<file path="config.mk">
export PLATFORM = sky130hd
export DESIGN_NAME = hs_sync_aligner
export DESIGN_NICKNAME = d
export VERILOG_FILES = /design/src/rtl/hs_align_pkg.sv /design/src/rtl/hs_align_window.sv /design/src/rtl/hs_align_match.sv /design/src/rtl/hs_align_ctrl.sv /design/src/rtl/hs_sync_aligner.sv
export SDC_FILE = /design/constraint.sdc
export NUM_CORES = 1
export LEC_CHECK = 0
export BUFFER_PORTS_ARGS = -buffer_cell sky130_fd_sc_hd__buf_2
export CELL_PAD_IN_SITES_DETAIL_PLACEMENT = 1
export CELL_PAD_IN_SITES_GLOBAL_PLACEMENT = 1
export CORE_ASPECT_RATIO = 0.8
export CORE_MARGIN = 5
export CORE_UTILIZATION = 30
export DETAILED_ROUTE_END_ITERATION = 7
export GPL_TIMING_DRIVEN = 0
export PLACE_DENSITY = 0.58
export RECOVER_POWER = 50
export SLEW_MARGIN = 25
export SYNTH_ARGS = -nofsm -noshare
export SYNTH_HDL_FRONTEND = slang
export SYNTH_SLANG_ARGS = --single-unit
export TNS_END_PERCENT = 100
</file>
<file path="constraint.sdc">
create_clock -name clk_i -period 1.9 [get_ports clk_i]
set_input_delay 0.19 -clock clk_i [delete_from_list [all_inputs] [get_ports clk_i]]
set_output_delay 0.19 -clock clk_i [all_outputs]
set_load 0.005 [all_outputs]
</file>
<file path="src/rtl/hs_align_pkg.sv">
package hs_align_pkg;

  typedef enum logic [1:0] {
    ALN_HUNT = 2'd0,
    ALN_LOCK = 2'd1,
    ALN_DROP = 2'd2
  } aln_state_e;

  // index of the lowest set bit, 0 when none
  function automatic int unsigned lowest_set(input logic [63:0] v);
    int unsigned idx;
    logic        seen;
    idx  = 0;
    seen = 1'b0;
    for (int i = 0; i < 64; i++) begin
      if (v[i] && !seen) begin
        idx  = i;
        seen = 1'b1;
      end
    end
    return idx;
  endfunction

endpackage

</file>
<file path="src/rtl/hs_align_window.sv">
module hs_align_window #(
  parameter int W = 8,
  parameter int P = 2
) (
  input  logic                clk_i,
  input  logic                rst_ni,
  input  logic                shift_i,
  input  logic [P-1:0]        bits_i,
  output logic [P-1:0][W-1:0] win_o
);
  localparam int HIST_W = W - 1;
  localparam int EXT_W  = HIST_W + P;

  logic [HIST_W-1:0] hist_q;
  logic [EXT_W-1:0]  ext;

  // oldest bit at index 0
  assign ext = {bits_i, hist_q};

  always_ff @(posedge clk_i or negedge rst_ni) begin
    if (!rst_ni)       hist_q <= '0;
    else if (!shift_i) hist_q <= '0;
    else               hist_q <= ext[EXT_W-1:P];
  end

  for (genvar k = 0; k < P; k++) begin : g_win
    assign win_o[k] = ext[HIST_W+k -: W];
  end

endmodule

</file>
<file path="src/rtl/hs_align_match.sv">
module hs_align_match #(
  parameter int         W     = 8,
  parameter int         P     = 2,
  parameter logic [W-1:0] SYNC = 8'hB8,
  localparam int        OFF_W = (P > 1) ? $clog2(P) : 1
) (
  input  logic [P-1:0][W-1:0] win_i,
  output logic                found_o,
  output logic [OFF_W-1:0]    off_o,
  output logic                err_o
);
  import hs_align_pkg::*;

  localparam int unsigned LEAD = lowest_set(64'(SYNC));

  logic [P-1:0] hit;
  logic [P-1:0] bad;

  for (genvar k = 0; k < P; k++) begin : g_cmp
    assign hit[k] = (win_i[k] == SYNC);
    assign bad[k] = win_i[k][LEAD] && !hit[k];
  end

  // earliest bit position decides
  always_comb begin
    found_o = 1'b0;
    err_o   = 1'b0;
    off_o   = '0;
    for (int k = P - 1; k >= 0; k--) begin
      if (hit[k]) begin
        found_o = 1'b1;
        err_o   = 1'b0;
        off_o   = OFF_W'(k);
      end else if (bad[k]) begin
        found_o = 1'b0;
        err_o   = 1'b1;
        off_o   = '0;
      end
    end
  end

endmodule

</file>
<file path="src/rtl/hs_align_ctrl.sv">
module hs_align_ctrl #(
  parameter int W     = 8,
  parameter int P     = 2,
  localparam int OFF_W = (P > 1) ? $clog2(P) : 1
) (
  input  logic                clk_i,
  input  logic                rst_ni,
  input  logic                hs_en_i,
  input  logic                found_i,
  input  logic [OFF_W-1:0]    off_i,
  input  logic                err_i,
  input  logic [P-1:0][W-1:0] win_i,
  output logic [W-1:0]        byte_o,
  output logic                valid_o,
  output logic                lock_o,
  output logic                fail_o
);
  import hs_align_pkg::*;

  localparam int BEATS = W / P;
  localparam int CNT_W = (BEATS > 1) ? $clog2(BEATS) : 1;

  aln_state_e       st_q;
  logic [CNT_W-1:0] cnt_q;
  logic [OFF_W-1:0] ph_q;

  always_ff @(posedge clk_i or negedge rst_ni) begin
    if (!rst_ni) begin
      st_q    <= ALN_HUNT;
      cnt_q   <= '0;
      ph_q    <= '0;
      byte_o  <= '0;
      valid_o <= 1'b0;
    end else begin
      valid_o <= 1'b0;
      if (!hs_en_i) begin
        st_q  <= ALN_HUNT;
        cnt_q <= '0;
      end else begin
        case (st_q)
          ALN_HUNT: begin
            if (found_i) begin
              st_q  <= ALN_LOCK;
              ph_q  <= off_i;
              cnt_q <= '0;
            end else if (err_i) begin
              st_q <= ALN_DROP;
            end
          end
          ALN_LOCK: begin
            if (cnt_q == CNT_W'(BEATS - 1)) begin
              valid_o <= 1'b1;
              byte_o  <= win_i[ph_q];
              cnt_q   <= '0;
            end else begin
              cnt_q <= cnt_q + 1'b1;
            end
          end
          default: st_q <= ALN_DROP;
        endcase
      end
    end
  end

  assign lock_o = (st_q == ALN_LOCK);
  assign fail_o = (st_q == ALN_DROP);

endmodule

</file>
<file path="src/rtl/hs_sync_aligner.sv">
module hs_sync_aligner #(
  parameter int           BYTE_W    = 8,
  parameter int           LANE_BITS = 2,
  parameter logic [BYTE_W-1:0] SYNC_WORD = 8'hB8
) (
  input  logic                 clk_i,
  input  logic                 rst_ni,
  input  logic                 hs_en_i,
  input  logic [LANE_BITS-1:0] bits_i,
  output logic [BYTE_W-1:0]    byte_o,
  output logic                 valid_o,
  output logic                 sync_found_o,
  output logic                 sync_err_o
);
  localparam int OFF_W = (LANE_BITS > 1) ? $clog2(LANE_BITS) : 1;

  logic [LANE_BITS-1:0][BYTE_W-1:0] win;
  logic                             found;
  logic                             err;
  logic [OFF_W-1:0]                 off;

  hs_align_window #(.W(BYTE_W), .P(LANE_BITS)) u_window (
    .clk_i   (clk_i),
    .rst_ni  (rst_ni),
    .shift_i (hs_en_i),
    .bits_i  (bits_i),
    .win_o   (win)
  );

  hs_align_match #(.W(BYTE_W), .P(LANE_BITS), .SYNC(SYNC_WORD)) u_match (
    .win_i   (win),
    .found_o (found),
    .off_o   (off),
    .err_o   (err)
  );

  hs_align_ctrl #(.W(BYTE_W), .P(LANE_BITS)) u_ctrl (
    .clk_i   (clk_i),
    .rst_ni  (rst_ni),
    .hs_en_i (hs_en_i),
    .found_i (found),
    .off_i   (off),
    .err_i   (err),
    .win_i   (win),
    .byte_o  (byte_o),
    .valid_o (valid_o),
    .lock_o  (sync_found_o),
    .fail_o  (sync_err_o)
  );

endmodule

</file>
==> results of run 1 <==
synth_stat cells:
cell type / n / area [um2]
o21ai_2: 1 / 8.760
a31oi_1: 2 / 12.51
clkbuf_1: 1 / 3.750
nor3b_1: 1 / 7.510
o21ai_0: 7 / 35.03
a21oi_1: 1 / 5.000
nand2_1: 8 / 30.03
o21a_1: 1 / 7.510
mux2i_1: 8 / 80.08
buf_2: 1 / 5.000
o21ai_1: 1 / 5.000
dfrtp_1: 21 / 525.5
nand2b_1: 1 / 6.260
buf_6: 1 / 11.26
nand4b_4: 1 / 23.77
nor2b_2: 1 / 8.760
ha_1: 1 / 12.51
a22o_2: 1 / 10.01
and2_2: 1 / 7.510
and4bb_4: 1 / 16.27
and4bb_1: 2 / 25.02
and2_1: 6 / 37.54
nor2_1: 1 / 3.750
a32o_1: 2 / 20.02
inv_1: 2 / 7.510
nor2b_1: 2 / 12.51
a22o_1: 2 / 17.52
final cells by class:
cell class              instances  area, um2
plain buffers                   3      20.02
well taps                      40      50.05
fillers                       364       1939
clock buffers                   4      45.04
flip-flops and latches         21      525.5
inverters                       2      7.507
multi-input cells              52      392.9
repair buffers                 16      82.58
sequential cells by signal, indices dropped and copies added (netlist names):
register and count:
u_ctrl.byte_o 8, u_ctrl.cnt_q 2, u_ctrl.ph_q 1, u_ctrl.st_q 2, u_ctrl.valid_o 1, u_window.hist_q 7
through the flow:
stage | util | setup slack (ns) | cells | hold WS [ns]
2_1_floorplan | - | 0.7389 | 78 | -0.1056
5_1_grt | 0.3668 | 0.2823 | 138 | 0.1811
3_5_place_dp | 0.3497 | 0.6314 | 133 | 0.1758
4_1_cts | 0.3676 | 0.6019 | 138 | 0.1713
3_3_place_gp | 0.3497 | 0.6773 | 133 | 0.1756
6_report | 0.3668 | 0.5540 | 138 | 0.1752
how the worst min path moves through the flow:
stage                    endpoint  slack (ns)  cells after the start
2_1_floorplan    u_ctrl.byte_o[0]       -0.11                      0
3_3_place_gp       u_ctrl.valid_o        0.18                      1
3_5_place_dp     u_ctrl.byte_o[4]        0.18                      1
4_1_cts        u_window.hist_q[6]        0.17                      2
5_1_grt        u_window.hist_q[6]        0.18                      2
6_report       u_window.hist_q[6]        0.18                      2
layer usage:
metal,vias to the layer above,part of all wire,GRT usage
met2,12,0.44,0.1542
met1,319,0.49,0.1287
met3,3,0.057,0.04202
met4,0,0.014,0.03158
li1,316,-,-
met5,-,0,0
report_power, final:
part           internal [uW]  leakage, uW  switching, uW  total, uW
Sequential               455     0.000289           11.0        466
Clock                    150    0.0000228            149        298
Combinational           23.4     0.000226           27.6       51.0
Total                    628     0.000538            187        815
repair_timing:
| action | in CTS | in global routing |
|---|---|---|
| endpoints found under the setup margin | 0 | 0 |
| endpoints found under the hold margin | 21 | 0 |
| hold buffers | 1 | 0 |
cells by family after synthesis:
kind of cell / count (synthesis)
AOI/OAI and AO/OA: 18
adders and majority gates: 1
buffers and inverters: 5
DFF: 21
muxes: 8
and+or+nand+nor: 25
==> impl_metrics.tcl, run 1 <==
set metrics [dict create \
    timing.critical_path.to_type "async pin" \
    die_w_um 72.78 \
    cts_buffers 3 \
    rr_endpoint "u_ctrl.byte_o[7]" \
    first_global_vias 672 \
    relSlewSlack 0.2424 \
    synth_top_family_by_area "simple AND/OR/NAND/NOR gates" \
    maxCapViolCount 0 \
    setup_viol 0 \
    vias 650 \
    p_per_area_nw_per_um2 725.4 \
    hp-class "primary input to flop" \
    numPortBuffers 15 \
    ant_nets 0 \
    htree_num_levels 1 \
    clock_latency_ns 0.27 \
    cts_root_buf "clkbuf_8" \
    clkTransAtPathRegs_ns 0.07 \
    endpoint "u_ctrl.byte_o[5]" \
    ys_ff_latch 21 \
    grt.overflow.total 0 \
    syn_area_um2 945.9 \
    ys_warn_count 0 \
    fin_crit_sh 0.7084 \
    yosysSeqAreaShare 0.5556 \
    critPathLaunch "rst_ni" \
    peakVddDrop_mv 0.3188 \
    synth_nets 84 \
    antenna_found_initial 0 \
    cts_setup_buffers 0 \
    slew_violations 0 \
    clk_path_buf_depth 2 \
    die_area_um2 4383 \
    num_rows 18 \
    synthMuxAreaShare 0.08466 \
    synth-adder-area-share 0.01323 \
    status "finished clean" \
    fin_tns_setup_ns 0 \
    cp_top_family "buffers and inverters" \
    path_cells "dlygate4sd3_1, clkbuf_1" \
    cts_sinks 21 \
    dr.pass1.iters 4 \
    synth_xor_area_frac 0 \
    dpl.hpwl_um 1467 \
    stdcell_area_um2 1124 \
    path_class "primary input to async pin" \
    required_ns 2.12 \
    reg2reg_from "u_ctrl.cnt_q[0]" \
    vias_per_cell 4.710 \
    ys_types 27 \
    hold_viol_final 0 \
    final_common_cell "dfrtp_1" \
    worst-path-buf-inv 2 \
    skew_ns 0.001536 \
    grt_max_degree 22 \
    area_delta_synth_final_pct 18.78 \
    core_um2 3063 \
    path_depth 2 \
    start_kind "primary input" \
    wl_per_cell_um 13.85 \
    fmax_mhz 743.0 \
    wl_um 1911 \
    p_leak_uw 0.0005375 \
    crit_fanout 21 \
    yosys.area_share.simple 0.1892 \
    syn_inst 78 \
    grt_pass1_wl_um 3236 \
    reg2regPathDepth 5 \
    synth_compound_area_frac 0.1283 \
    grt.total_usage 0.1005 \
    start_util 0.3088 \
    fin_nets 105 \
    hp-start "bits_i[1]" \
    post-route-min-period_ns 1.346 \
    io_pins 16 \
    rrSetupSlack_ns 0.65 \
    layout-drive-gt1-share 0.2449 \
    post_cts_resized 0 \
    worst_pin_slew_ns 1.136 \
    crit_slowest_cell "clkbuf_1" \
    worst_path_largest_cell_delay_ns 0.84 \
    antennaDiodeCount 0 \
    layout_common_cells "dfrtp_1, buf_2, mux2i_1, nand2_1, o21ai_0" \
    drc 0 \
    place_area_um2 1071 \
    dieHeight_um 60.23 \
    rsz0062_at_grt "false" \
    arrival_ns 1.56 \
    total_power_uw 815.1 \
    gp_congestion 0.6412 \
    drt_iter0_markers 20 \
    cts_tree "yes" \
    syn_avg_cell_area_um2 12.13 \
]
Note: power is estimated with default switching activity, not from simulation.
==> run 2, diff against run 1 <==
--- a/config.mk
+++ b/config.mk
@@ -13,7 +13,7 @@
 export CORE_UTILIZATION = 30
 export DETAILED_ROUTE_END_ITERATION = 7
 export GPL_TIMING_DRIVEN = 0
-export PLACE_DENSITY = 0.58
+export PLACE_DENSITY = 0.6
 export RECOVER_POWER = 50
 export SLEW_MARGIN = 25
 export SYNTH_ARGS = -nofsm -noshare
==> constraint.sdc (replaced) <==
create_clock -name clk_i -period 1.2 [get_ports clk_i]
set_input_delay 0.12 -clock clk_i [delete_from_list [all_inputs] [get_ports clk_i]]
set_output_delay 0.12 -clock clk_i [all_outputs]
set_load 0.005 [all_outputs]
==> run 2 against run 1 <==
Count of clock-buffer cells in the layout down 1. Utilization rose by 3.7 points. Non-clock buffer count up 12. Combinational power increased by 85%. Sequential power is 58% higher. Sequential share of layout area down 4.0 points. Wire length increased by 9.4%. First-iteration DRC count rose by 20%. Final area is 10% higher. Clock skew rose by 0.0063 ns. Critical path type is now flop to flop. Largest cell class unchanged. Largest power group unchanged. Highest routed layer unchanged.
==> impl_metrics.tcl, run 2 (synthesized netlist as in run 1, its figures left out) <==
set metrics [dict create \
    cts_root_buf "clkbuf_8" \
    arrival_ns 1.32 \
    fin_nets 117 \
    sw_frac_of_total 0.2263 \
    rsz0062_at_grt "true" \
    top_regs "u_ctrl.byte_o x8, u_window.hist_q x7" \
    p_switching_uw 292.0 \
    multi_input_area_um2 409.1 \
    final_cells 150 \
    dieHeight_um 60.23 \
    layout_common_cells "dfrtp_1, buf_2, buf_4" \
    relSlewSlack 0.6509 \
    first_global_vias 727 \
    regArea_um2 529.3 \
    area_delta_synth_final_pct 30.69 \
    p_comb_frac 0.073 \
    timing.critical_path.to_type "flop" \
    slew_violations 0 \
    grt_max_degree 22 \
    hold_viol_final 0 \
    gp_congestion 0.6760 \
    rrSetupSlack_ns 0.03 \
    crit_slowest_cell "dfrtp_1" \
    start_util 0.3088 \
    htree_num_levels 1 \
    drt_iter0_markers 24 \
    maxCapViolCount 0 \
    io_pins 16 \
    grt_pass1_wl_um 3546 \
    antenna_found_initial 0 \
    cp_top_family "flip-flops" \
    fmax_mhz 852.8 \
    clk_path_buf_depth 2 \
    drc 0 \
    dr.pass1.iters 2 \
    worst-path-buf-inv 0 \
    path_class "flop to flop" \
    required_ns 1.34 \
    p_leak_uw 0.0006005 \
    skew_ns 0.007797 \
    top_register "u_ctrl.byte_o" \
    vias_per_cell 4.767 \
    status "finished clean" \
    post-route-min-period_ns 1.173 \
    crit_fanout 2 \
    core_um2 3063 \
    wl_um 2090 \
    grt.total_usage 0.1083 \
    clkTransAtPathRegs_ns 0.07 \
    dp_cells 133 \
    worst_pin_slew_ns 0.5237 \
    p_per_area_nw_per_um2 1044 \
    setup_viol 0 \
    vias 715 \
    layout-drive-gt1-share 0.4000 \
    clock_latency_ns 0.26 \
    die_area_um2 4383 \
    largest_reg_flops 8 \
    grt.overflow.total 0 \
    start_kind "flop" \
    ant_nets 0 \
    cts_tree "yes" \
    hp-class "primary input to flop" \
    path_cells "ha_2, a22o_1, a32o_1" \
    worst_path_largest_cell_delay_ns 0.40 \
    final_common_cell "dfrtp_1" \
    dpl.hpwl_um 1484 \
    fillers 363 \
    seqPwrFrac 0.572 \
    peakVddDrop_mv 0.6065 \
    numPortBuffers 15 \
    fin_crit_sh 0.9772 \
    die_w_um 72.78 \
    cts_sinks 21 \
    clkPwrFrac 0.355 \
    total_power_uw 1290 \
    wl_per_cell_um 13.93 \
    antennaDiodeCount 0 \
    num_rows 18 \
    cts_buffers 3 \
    internal-power_uw 998.1 \
]
run 2: cell types whose count changed in the layout (fill, tap and decap cells not counted), moves of 2 or more:
| cell | previous run | this run |
|---|---|---|
| dfrtp_2 | 0 | 3 |
| clkbuf_1 | 4 | 2 |
| and2_0 | 5 | 2 |
| o21ai_0 | 7 | 5 |
| dfrtp_1 | 21 | 18 |
| and2_1 | 1 | 4 |
| o21ai_1 | 1 | 3 |
| buf_4 | 0 | 12 |
run 2: power by group through the flow:
stage | combinational, uW | sequential, uW | clock, uW
after global routing | 107 | 742 | 513
after global placement | 79.4 | 750 | 0
after floorplan | 45.9 | 745 | 0
final | 94.2 | 738 | 457
after detailed placement | 82.0 | 752 | 0
after CTS | 92.2 | 736 | 475
run 2: routing by layer:
layer  routed length, um  share of wire  track usage  vias up
li1                    -              -            -      338
met1                 947           0.45       0.1307      360
met2                1023           0.49       0.1799       13
met3                  99          0.047      0.04202        4
met4                  21          0.010      0.03158        0
met5                   0              0            0        -
run 2: worst paths after layout:
path	start	end	cells after the start
setup / recovery	u_ctrl.cnt_q[0]	u_ctrl.cnt_q[1]	3
hold reg to reg	u_ctrl.byte_o[2]	u_ctrl.byte_o[2]	2
hold / removal	bits_i[1]	u_window.hist_q[6]	2
setup reg to reg	u_ctrl.cnt_q[0]	u_ctrl.cnt_q[1]	3
max in group asynchronous	rst_ni	u_window.hist_q[3]	2
min in group asynchronous	rst_ni	u_ctrl.byte_o[3]	2
run 2: layout make-up:
type | instances | area share
buffer | 3 | 0.01619
clock buffer | 3 | 0.03340
clock inverter | 1 | 0.004049
inverter | 2 | 0.006073
multi-input combinational | 52 | 0.3310
sequential | 21 | 0.4281
tap | 40 | 0.04049
timing repair buffer | 28 | 0.1407
run 2: what timing repair did:
action                     in CTS  in global routing
hold buffers                    1                  0
gates cloned                    0                  0
pin swaps                       4                  5
hold endpoints to repair       21                  0
setup buffers                   9                  3
resized for setup               3                  6
setup endpoints to repair      11                 14
run 2: stage by stage:
step	instance area, um2	hold slack (ns)	setup TNS [ns]	util	setup WS, ns
global route	1236	0.1216	-0.04198	0.4036	-0.02063
floorplan	945.9	-0.1756	0	-	0.03892
global placement	1071	0.09951	-0.06794	0.3497	-0.01410
finish	1236	0.1207	0	0.4036	0.02740
detailed placement	1071	0.1070	-0.5817	0.3497	-0.07519
CTS	1200	0.1097	0	0.3917	0.005089
